==> src/rtl/chain_pkg.sv <==
package chain_pkg;
    typedef enum logic [1:0] {
        ORD_CTRL  = 2'b00,
        ORD_READ  = 2'b01,
        ORD_WRITE = 2'b10,
        ORD_END   = 2'b11
    } order_e;

    typedef enum logic [1:0] {
        CTL_IDLE,
        CTL_FETCH,
        CTL_RUN
    } ctl_e;

    typedef enum logic [1:0] {
        SEQ_IDLE,
        SEQ_CMD,
        SEQ_ADR
    } seq_e;
endpackage

==> src/rtl/chain_word_fetch.sv <==
// Two-word memory sequencer: command word, then address word, one
// request/grant handshake per word. Owns the program counter.
module chain_word_fetch
    import chain_pkg::*;
#(
    parameter int DW = 16,
    parameter int PW = 16
) (
    input  logic          clk,
    input  logic          rst_n,
    input  logic          go_i,
    input  logic          load_i,
    input  logic [PW-1:0] load_pc_i,
    input  logic          mem_gnt_i,
    input  logic [DW-1:0] mem_rdata_i,
    output logic          mem_req_o,
    output logic [PW-1:0] mem_addr_o,
    output logic          busy_o,
    output logic          done_o,
    output logic [DW-1:0] pair_cmd_o,
    output logic [DW-1:0] pair_adr_o
);
    typedef struct packed {
        seq_e          ph;
        logic [PW-1:0] pc;
        logic [DW-1:0] hold;
    } seq_t;

    seq_t s_d, s_q;

    always_comb begin
        s_d = s_q;
        unique case (s_q.ph)
            SEQ_IDLE: begin
                if (go_i) begin
                    if (load_i) s_d.pc = load_pc_i;
                    s_d.ph = SEQ_CMD;
                end
            end
            SEQ_CMD: begin
                if (mem_gnt_i) begin
                    s_d.hold = mem_rdata_i;
                    s_d.pc   = s_q.pc + 1'b1;
                    s_d.ph   = SEQ_ADR;
                end
            end
            SEQ_ADR: begin
                if (mem_gnt_i) begin
                    s_d.pc = s_q.pc + 1'b1;
                    s_d.ph = SEQ_IDLE;
                end
            end
            default: s_d.ph = SEQ_IDLE;
        endcase
    end

    always_ff @(posedge clk) begin
        if (!rst_n) begin
            s_q <= '{ph: SEQ_IDLE, pc: '0, hold: '0};
        end else begin
            s_q <= s_d;
        end
    end

    assign busy_o     = (s_q.ph != SEQ_IDLE);
    assign mem_req_o  = busy_o;
    assign mem_addr_o = s_q.pc;
    assign done_o     = (s_q.ph == SEQ_ADR) && mem_gnt_i;
    assign pair_cmd_o = s_q.hold;
    assign pair_adr_o = mem_rdata_i;
endmodule

==> src/rtl/chain_gate.sv <==
// Decodes the active order field and decides whether the data path is
// idle enough for a prefetch to begin.
module chain_gate
    import chain_pkg::*;
#(
    parameter int NBUF = 2
) (
    input  logic [2:0]      ctl_bits_i,
    input  logic [NBUF-1:0] inbuf_empty_i,
    input  logic [NBUF-1:0] outbuf_full_i,
    output logic            chained_o,
    output logic            room_o,
    output logic            is_end_o
);
    order_e ord;
    logic   chain_flag;

    assign ord        = order_e'(ctl_bits_i[2:1]);
    assign chain_flag = ctl_bits_i[0];

    always_comb begin
        chained_o = 1'b0;
        room_o    = 1'b0;
        is_end_o  = 1'b0;
        unique case (ord)
            ORD_READ: begin
                chained_o = chain_flag;
                room_o    = &inbuf_empty_i;
            end
            ORD_WRITE: begin
                chained_o = chain_flag;
                room_o    = &outbuf_full_i;
            end
            ORD_END:  is_end_o = 1'b1;
            default:  ;
        endcase
    end
endmodule

==> src/rtl/chain_prefetch_ctrl.sv <==
module chain_prefetch_ctrl
    import chain_pkg::*;
#(
    parameter int DW   = 16,
    parameter int PW   = 16,
    parameter int NBUF = 2
) (
    input  logic            clk,
    input  logic            rst_n,
    input  logic            start_i,
    input  logic [PW-1:0]   start_pc_i,
    input  logic [NBUF-1:0] inbuf_empty_i,
    input  logic [NBUF-1:0] outbuf_full_i,
    input  logic            wc_rollover_i,
    input  logic            dev_end_i,
    output logic            mem_req_o,
    output logic [PW-1:0]   mem_addr_o,
    input  logic            mem_gnt_i,
    input  logic [DW-1:0]   mem_rdata_i,
    output logic            act_valid_o,
    output logic [DW-1:0]   act_cmd_o,
    output logic [DW-1:0]   act_addr_o,
    output logic            shadow_valid_o
);
    localparam int CTL_MSB = DW - 1;

    typedef struct packed {
        ctl_e          st;
        logic [DW-1:0] act_cmd;
        logic [DW-1:0] act_adr;
        logic [DW-1:0] sh_cmd;
        logic [DW-1:0] sh_adr;
        logic          sh_v;
    } ctl_t;

    ctl_t c_d, c_q;

    logic          go, load, busy, done;
    logic [DW-1:0] pair_cmd, pair_adr;
    logic          chained, room, is_end, term;

    chain_word_fetch #(.DW(DW), .PW(PW)) u_fetch (
        .clk        (clk),
        .rst_n      (rst_n),
        .go_i       (go),
        .load_i     (load),
        .load_pc_i  (start_pc_i),
        .mem_gnt_i  (mem_gnt_i),
        .mem_rdata_i(mem_rdata_i),
        .mem_req_o  (mem_req_o),
        .mem_addr_o (mem_addr_o),
        .busy_o     (busy),
        .done_o     (done),
        .pair_cmd_o (pair_cmd),
        .pair_adr_o (pair_adr)
    );

    chain_gate #(.NBUF(NBUF)) u_gate (
        .ctl_bits_i   (c_q.act_cmd[CTL_MSB -: 3]),
        .inbuf_empty_i(inbuf_empty_i),
        .outbuf_full_i(outbuf_full_i),
        .chained_o    (chained),
        .room_o       (room),
        .is_end_o     (is_end)
    );

    assign term = wc_rollover_i | dev_end_i;

    always_comb begin
        c_d  = c_q;
        go   = 1'b0;
        load = 1'b0;
        unique case (c_q.st)
            CTL_IDLE: begin
                if (start_i) begin
                    go     = 1'b1;
                    load   = 1'b1;
                    c_d.st = CTL_FETCH;
                end
            end
            CTL_FETCH: begin
                if (done) begin
                    c_d.act_cmd = pair_cmd;
                    c_d.act_adr = pair_adr;
                    c_d.sh_v    = 1'b0;
                    c_d.st      = CTL_RUN;
                end
            end
            CTL_RUN: begin
                if (term) begin
                    if (is_end) begin
                        c_d.st = CTL_IDLE;
                    end else if (c_q.sh_v) begin
                        c_d.act_cmd = c_q.sh_cmd;
                        c_d.act_adr = c_q.sh_adr;
                        c_d.sh_v    = 1'b0;
                    end else if (done) begin
                        c_d.act_cmd = pair_cmd;
                        c_d.act_adr = pair_adr;
                    end else begin
                        c_d.st = CTL_FETCH;
                        go     = !busy;
                    end
                end else begin
                    if (done) begin
                        c_d.sh_cmd = pair_cmd;
                        c_d.sh_adr = pair_adr;
                        c_d.sh_v   = 1'b1;
                    end
                    go = chained && room && !busy && !c_q.sh_v;
                end
            end
            default: c_d.st = CTL_IDLE;
        endcase
    end

    always_ff @(posedge clk) begin
        if (!rst_n) begin
            c_q <= '{st: CTL_IDLE, act_cmd: '0, act_adr: '0,
                     sh_cmd: '0, sh_adr: '0, sh_v: 1'b0};
        end else begin
            c_q <= c_d;
        end
    end

    assign act_valid_o    = (c_q.st == CTL_RUN);
    assign act_cmd_o      = c_q.act_cmd;
    assign act_addr_o     = c_q.act_adr;
    assign shadow_valid_o = c_q.sh_v;
endmodule

==> config.mk <==
export PLATFORM = sky130hd
export DESIGN_NAME = chain_prefetch_ctrl
export DESIGN_NICKNAME = d
export VERILOG_FILES = /design/src/rtl/chain_pkg.sv /design/src/rtl/chain_word_fetch.sv /design/src/rtl/chain_gate.sv /design/src/rtl/chain_prefetch_ctrl.sv
export SDC_FILE = /design/constraint.sdc
export NUM_CORES = 1
export LEC_CHECK = 0
export BUFFER_PORTS_ARGS = -buffer_cell sky130_fd_sc_hd__buf_2
export CAP_MARGIN = 40
export CORE_MARGIN = 2
export CORE_UTILIZATION = 35
export CTS_CLUSTER_SIZE = 12
export DETAILED_ROUTE_END_ITERATION = 16
export HOLD_SLACK_MARGIN = 0.1
export MAX_ROUTING_LAYER = met4
export PLACE_DENSITY = 0.55
export RECOVER_POWER = 50
export REMOVE_ABC_BUFFERS = 1
export SKIP_CTS_REPAIR_TIMING = 1
export SLEW_MARGIN = 30
export SYNTH_ARGS = -nofsm -noshare
export SYNTH_HDL_FRONTEND = slang
export SYNTH_SLANG_ARGS = --single-unit
==> constraint.sdc <==
create_clock -name clk -period 2.6 [get_ports clk]
set_input_delay 0.26 -clock clk [delete_from_list [all_inputs] [get_ports clk]]
set_output_delay 0.26 -clock clk [all_outputs]
set_load 0.005 [all_outputs]
==> flow_summary.yaml, run 1 <==
status:
  outcome: "finished, final reports clean"
clock_network:
  numCtsBuffers: 9
  worstSkewPairLatency_ps: 350
  htreeDepth: 3
  clk_pin_slew_ps: 70
  cts_tree: "done"
  clockRootBuffer: "clkbuf_16"
  cts_sinks: 101
  clock_path_buffers: 2
floorplanning:
  io_pins: 93
  fp.dieArea_um2: 15800
  std_cell_rows: 44
  die_height_um: 126
  die_w_um: 126
  start_util: 0.357
  core-area_um2: 14500
routing:
  firstDrtPassIters: 4
  wl_per_cell_um: 15.0
  num_vias: 4461
  drt_iter0_drc: 285
  via_per_inst: 5.25
  ant_nets: 0
  remaining_drc_errors: 0
  routed_wl_um: 12700
logic_synthesis:
  postSynthAreaPerCell_um2: 8.07
  yosys-top-cells-area: "dfxtp_1, nand2_1, nand3_1"
  synth-compound-area-share: 0.226
  synth_most_common_cell: "nand2_1"
  ys_seq_elements: 101
  synth_fa_ha_area_frac: 0.0218
  synthMuxAreaShare: 0
  yosysWarnings: 0
  async_reset_ff_frac: 0
  synth_top_family_by_area: "simple AND/OR/NAND/NOR gates"
  synthSimpleGateAreaFrac: 0.235
  synth_edf_count: 0
  yosys-top-cells-count: "nand2_1, dfxtp_1, nand3_1, a21boi_0, buf_4"
  ys.flop_type: "dfxtp_1"
  synth_cells: 641
  yosys.area.top_type: "dfxtp_1"
  yosysUniqueCellTypes: 51
  yosysTopAreaCellShare: 0.391
  synth-seq-area-share: 0.391
  syn_area_um2: 5170
  synth_xor_area_frac: 0
timing:
  slew_violations: 0
  finalSetupViolCount: 0
  tightest_slew_ps: 873
  rsz0062_at_grt: "no"
  setup_slack_ps: 310
  fmax_mhz: 437
  layout_worst_path_cycle_share: 0.881
  fin_crit_ps: 2290
  hold_viol_final: 0
  setup_tns_ps: 0
  skew_ps: 9.96
  slew_headroom: 0.418
  whs_ps: 182
layout:
  antenna_cells: 0
  fin_nets: 713
  drive_gt1_frac: 0.171
  fin_area_um2: 5710
  areaGrowthSynthToFinish_pct: 10.4
  final_core_util: 0.394
  final_cells: 850
setup_path:
  worstSetupStartpointType: "flip-flop"
  cp.required_ps: 2340
  worst-setup-path-type: "reg2out"
  r2r_slack_ps: 370
  critical-path-top-delay-family: "buffers and inverters"
  slowest_delay_ps: 520
  cp-end-kind: "output pin"
  cp_slowest_cell: "clkbuf_2"
  crit_buf_inv: 3
  critPathArrivalTime_ps: 2030
  crit_chain: "nand2b_1 -> clkinv_1 -> clkbuf_2 -> buf_2"
  critPathMaxFanout: 34
run:
  maxCapViolCount: 0
placement:
  dpl.cell_count: 835
  routabilityCongestion: 0.843
  pre_cts_ws_ps: 491
  place_area_um2: 5440
  numPortBuffers: 92
  dp_hpwl_um: 7930
grt:
  grt_overflow_total: 0
  grt_max_degree: 65
  grt_pass1_vias: 4242
  grt_pass1_wl_um: 21500
  antenna_found_initial: 0
  grt_use_total: 0.169
power:
  power.leakage_nw: 2.53
  seq_power_share: 0.442
  p_per_area_nw_per_um2: 730
  vdd_drop_max_uv: 479
  power_frac_comb: 0.230
  p_sw_mw: 1.32
  swShare: 0.318
  p_int_mw: 2.84
  power_frac_clock: 0.328
  power_mw: 4.17
worst_hold_path:
  min_path_type: "in2reg"
[state kept, by name, summed over array words and instances, names as in the netlist]
name	flops
u_fetch.s_q	2
u_fetch.pair_cmd_o	16
u_fetch.mem_addr_o	16
act_addr_o	16
act_cmd_o	16
shadow_valid_o	1
c_q	34
[routing by layer]
metal | GRT usage | wire length [um] | up-vias
met2 | 0.267 | 5860 | 133
met3 | 0.0428 | 674 | 16
li1 | - | - | 2206
met1 | 0.217 | 6020 | 2106
met4 | 0.0418 | 173 | 0
met5 | - | 0 | -
[worst register-to-register path, delay by kind of cell, from the launching register on]
kind | cells | cell delay, ps
and+or+nand+nor | 3 | 810
buffers and inverters | 2 | 600
DFF | 1 | 360
adders and majority gates | 1 | 250
AOI/OAI and AO/OA | 1 | 100
[worst paths after layout]
path              startpoint                     to  depth (start not counted)
max                  c_q[65]            act_valid_o                          4
min           mem_rdata_i[7]  u_fetch.pair_cmd_o[7]                          3
max reg2reg  u_fetch.s_q[32]                c_q[17]                          7
min reg2reg           c_q[2]                 c_q[2]                          2
[cell families (layout without fill, tap and decap cells)]
family / Yosys count / in the layout
and+or+nand+nor: 268 / 268
AOI/OAI and AO/OA: 146 / 146
buffers and inverters: 117 / 142
DFF: 101 / 101
adders and majority gates: 9 / 9
[power by group through the flow]
stage	clock [mW]	sequential, mW	combinational (mW)
4_1_cts	1.42	1.84	0.966
6_report	1.37	1.84	0.957
5_1_grt	1.47	1.87	1.08
3_5_place_dp	0	1.87	0.961
2_1_floorplan	0	1.85	0.585
3_3_place_gp	0	1.86	0.936
[cell type report]
class	count	area (um^2)
Clock buffer	9	225
Tap cell	184	230
Multi-Input combinational cell	423	2510
Sequential cell	101	2020
Inverter	23	86.3
Timing Repair Buffer	104	559
Fill cell	1477	8770
Clock inverter	6	71.3
[layout by cell type, fill, tap and decap left out, types with 12 or more instances in the layout]
| cell | count |
|---|---|
| nor2_1 | 12 |
| dfxtp_1 | 101 |
| o211a_1 | 34 |
| buf_2 | 75 |
| o21ai_0 | 16 |
| inv_1 | 22 |
| nand3_1 | 75 |
| clkbuf_1 | 16 |
| a21boi_0 | 48 |
| nand2_1 | 139 |
(Power assumes the default switching activity.)
==> inputs of run 2 (changes only) <==
Settings changed: CTS_CLUSTER_SIZE 12 to unset, GPL_TIMING_DRIVEN set to 0.
==> run 2 against run 1 <==
  * Core utilization up 0.62 points
  * Wire length up 0.12%
  * Sequential power about the same
  * Combinational power up 0.9%
  * Clock skew down 2.3 ps
  * Cell count unchanged
  * Sequential share of layout area down 0.55 points
  * Register-to-register slack worse by 160 ps
  * Cell area up 1.6%
  * Non-clock buffer count down 1
==> flow_summary.yaml, run 2 (synthesized netlist as in run 1, its figures left out) <==
clock_network:
  cts_tree: "done"
  cts_sinks: 101
  htreeDepth: 3
  clockRootBuffer: "clkbuf_16"
  clock_path_buffers: 2
  worstSkewPairLatency_ps: 350
  numCtsBuffers: 9
  clk_pin_slew_ps: 70
timing:
  layout_worst_path_cycle_share: 0.919
  tightest_slew_ps: 755
  finalSetupViolCount: 0
  setup_tns_ps: 0
  whs_ps: 176
  skew_ps: 7.67
  setup_slack_ps: 211
  slew_violations: 0
  hold_viol_final: 0
  slew_headroom: 0.496
  rsz0062_at_grt: "no"
  fmax_mhz: 419
  fin_crit_ps: 2390
routing:
  wl_per_cell_um: 15.0
  firstDrtPassIters: 5
  via_per_inst: 5.23
  drt_iter0_drc: 228
  remaining_drc_errors: 0
  ant_nets: 0
  routed_wl_um: 12700
  num_vias: 4443
power:
  vdd_drop_max_uv: 345
  power.leakage_nw: 2.57
  power_mw: 4.30
  p_per_area_nw_per_um2: 742
setup_path:
  crit_chain: "inv_1 -> ha_1 -> and2_2 -> buf_6 -> o21ai_2 -> buf_6 -> or2_4 -> o32ai_1 -> a32o_1"
  crit_top_cell: "buf_6"
  cp.required_ps: 2840
  critical-path-top-delay-family: "compound AO/OA/AOI/OAI gates"
  crit_buf_inv: 3
  r2r_slack_ps: 210
  critPathMaxFanout: 14
  critPathArrivalTime_ps: 2630
  slowest_delay_ps: 400
  worstSetupStartpointType: "flip-flop"
  worst-setup-path-type: "reg2reg"
  cp_slowest_cell: "dfxtp_1"
  cp-end-kind: "flip-flop"
floorplanning:
  core-area_um2: 14500
  fp.dieArea_um2: 15800
  die_w_um: 126
  die_height_um: 126
  std_cell_rows: 44
  io_pins: 93
  start_util: 0.357
grt:
  grt_pass1_wl_um: 20700
  antenna_found_initial: 0
  grt_pass1_vias: 4190
  grt_overflow_total: 0
  grt_use_total: 0.165
  grt_max_degree: 58
layout:
  largest-register: "c_q"
  final_core_util: 0.401
  fin_nets: 712
  largest_register_ffs: 34
  antenna_cells: 0
  final_cell_mix: "nand2_1, dfxtp_1, nand3_1, buf_2, a21boi_0"
  areaGrowthSynthToFinish_pct: 12.1
  drive_gt1_frac: 0.170
  mostFrequentLayoutCell: "nand2_1"
run:
  maxCapViolCount: 0
placement:
  numPortBuffers: 92
  routabilityCongestion: 0.847
  dp_hpwl_um: 8220
  pre_cts_ws_ps: -80.8
status:
  outcome: "finished, final reports clean"
worst_hold_path:
  min_path_type: "in2reg"
==> run 2: changes by cell type in the layout (fill, tap and decap cells not counted), moves of 2 or more <==
cell and change:
clkbuf_1 +7, buf_16 +3, buf_2 -6, clkbuf_2 -3, buf_12 -2, buf_6 +3
==> run 2: worst reg2reg max path: stages (launching register included) <==
cell	delay, ps
dfxtp_1	400
inv_1	110
ha_1	220
and2_2	290
buf_6	190
o21ai_2	370
buf_6	220
or2_4	160
o32ai_1	90
a32o_1	240
==> run 2: routing by layer <==
metal / up-vias / global-route usage / share of wire
met2: 120 / 0.271 / 0.47
met3: 9 / 0.0509 / 0.058
met4: 0 / 0.0314 / 0.0089
met5: - / - / 0
met1: 2108 / 0.200 / 0.46
li1: 2206 / - / -
==> run 2: final cells by class <==
type	count	area, um^2
clock inverters	5	88.8
flip-flops and latches	101	2020
well taps	184	230
repair buffers	103	602
clock buffers	11	243
multi-input cells	423	2530
fillers	1496	8680
inverters	23	86.3
==> run 2: where the power goes <==
part | total [mW] | switching, mW | internal (mW)
Combinational | 0.966 | 0.548 | 0.418
Clock | 1.50 | 0.612 | 0.884
Sequential | 1.84 | 0.161 | 1.68
==> run 2: stage by stage <==
step	cells	instance area (um^2)
floorplan	547	4610
global placement	823	5300
detailed placement	832	5470
CTS	848	5800
global route	850	5800
finish	850	5800
==> run 2: final timing paths <==
kind,endpoint,depth (start not counted),start
setup / recovery,u_fetch.mem_addr_o[15],9,u_fetch.s_q[33]
hold / removal,c_q[16],3,mem_rdata_i[15]
setup reg to reg,u_fetch.mem_addr_o[15],9,u_fetch.s_q[33]
hold reg to reg,c_q[3],2,c_q[3]
==> inputs of run 3 (changes only) <==
Settings changed: CORE_UTILIZATION 35 to 56, PLACE_DENSITY 0.55 to 0.81.
==> run 3 against run 2 <==
  * Sequential power barely moved
  * Register-to-register slack got worse by 40 ps
  * Combinational power fell by 2%
  * Die area fell by 36%
  * Total power fell by 11%
  * Worst hold slack got worse by 38 ps
  * Sequential cell count did not move
  * Sequential share of layout area rose by 1.6 points
  * Setup slack got worse by 44 ps
  * Clock skew rose by 10 ps
  * Critical path type unchanged
  * Critical endpoint is now act_cmd_o[12]
==> flow_summary.yaml, run 3 (synthesized netlist as in run 1, its figures left out) <==
timing:
  fin_crit_ps: 2430
  setup_slack_ps: 167
  slew_headroom: 0.460
  rsz0062_at_grt: "no"
  slew_violations: 0
  hold_viol_final: 0
  layout_worst_path_cycle_share: 0.936
  tightest_slew_ps: 810
  whs_ps: 137
  fmax_mhz: 411
  finalSetupViolCount: 0
  skew_ps: 17.7
clock_network:
  numCtsBuffers: 9
  cts_tree: "done"
  worstSkewPairLatency_ps: 380
  clock_path_buffers: 2
  clk_pin_slew_ps: 100
  htreeDepth: 3
  clockRootBuffer: "clkbuf_8"
  cts_sinks: 101
placement:
  place_area_um2: 5330
  pre_cts_ws_ps: -131
  numPortBuffers: 92
  routabilityCongestion: 0.869
  dp_hpwl_um: 7600
  dpl.cell_count: 756
layout:
  fin_nets: 710
  drive_gt1_frac: 0.170
  final_cell_mix: "nand2_1, dfxtp_1, nand3_1, buf_2, a21boi_0"
  largest-register: "c_q"
  antenna_cells: 0
  final_cells: 775
  largest_register_ffs: 34
  final_core_util: 0.609
  fin_area_um2: 5550
  areaGrowthSynthToFinish_pct: 7.21
  mostFrequentLayoutCell: "nand2_1"
setup_path:
  worst-setup-path-type: "reg2reg"
  critPathArrivalTime_ps: 2750
  cp-end-kind: "flip-flop"
  cp.required_ps: 2910
  r2r_slack_ps: 170
  r2r_end: "act_cmd_o[12]"
  critPathMaxFanout: 35
  reg2reg_depth: 6
  worstSetupStartpointType: "flip-flop"
  r2r-start: "c_q[65]"
floorplanning:
  fp.dieArea_um2: 10000
  core-area_um2: 9110
  die_w_um: 100
  std_cell_rows: 35
  start_util: 0.568
  die_height_um: 100
  io_pins: 93
routing:
  routed.top_layer: "met4"
  wl_met3_um: 664
  firstDrtPassIters: 5
  met1_length_um: 5280
  drt_iter0_drc: 260
  via_per_inst: 5.87
  num_vias: 4552
  route.met2.wl_um: 5660
  wl_per_cell_um: 15.3
  routed_wl_um: 11800
  remaining_drc_errors: 0
  ant_nets: 0
grt:
  grt_pass1_wl_um: 19400
  grt_use_total: 0.243
  grt_overflow_total: 0
  antenna_found_initial: 0
  grt_max_degree: 57
  grt_pass1_vias: 4155
run:
  maxCapViolCount: 0
worst_hold_path:
  min_to: "c_q[8]"
  holdCritStartpoint: "mem_rdata_i[7]"
  hold_path_depth: 3
  min_path_type: "in2reg"
status:
  outcome: "finished, final reports clean"
power:
  p_per_area_nw_per_um2: 691
  power.leakage_nw: 2.49
  vdd_drop_max_uv: 399
run 3: stage by stage:
step                setup TNS [ps]  total power [mW]
floorplan                    -5890              2.43
global placement            -71880              2.73
detailed placement            -518              2.78
CTS                           -713              3.81
global route                     0              4.04
finish                           0              3.83
run 3: worst max-delay path by stage:
stage               startpoint                     end  slack (ps)  cells past startpoint
2_1_floorplan  u_fetch.s_q[32]                 c_q[10]        -180                      6
3_3_place_gp   u_fetch.s_q[32]                 c_q[27]       -1530                      6
3_5_place_dp   u_fetch.s_q[33]  u_fetch.mem_addr_o[15]        -130                      7
4_1_cts        u_fetch.s_q[33]  u_fetch.mem_addr_o[15]        -160                      7
5_1_grt                c_q[65]            act_cmd_o[7]           7                      6
6_report               c_q[65]           act_cmd_o[12]         170                      6
run 3: layout make-up:
type                       count  area (um^2)
inverter                      23         87.6
clock inverter                 5         65.1
fill                         855         3560
clock buffer                  11          141
sequential                   101         2020
timing repair buffer         101          568
multi-input combinational    423         2520
tap                          111          139
run 3: metal layers:
metal  GRT usage  vias to the layer above
li1            -                     2202
met1       0.299                     2174
met2       0.407                      153
met3      0.0320                       23
met4      0.0948                        0
met5           -                        -
run 3: worst max-delay path, stage by stage, from the launching register on:
cell	delay [ps]
dfxtp_1	400
nand2b_1	280
clkinv_2	530
nand2_2	770
nand2_1	120
nand3_1	110
o211a_1	150
run 3: report_power, final:
part / leakage [nW] / switching, mW / internal (mW)
clock: 0.0981 / 0.559 / 0.482
combinational: 1.57 / 0.528 / 0.420
sequential: 0.818 / 0.162 / 1.68
total: 2.49 / 1.25 / 2.58
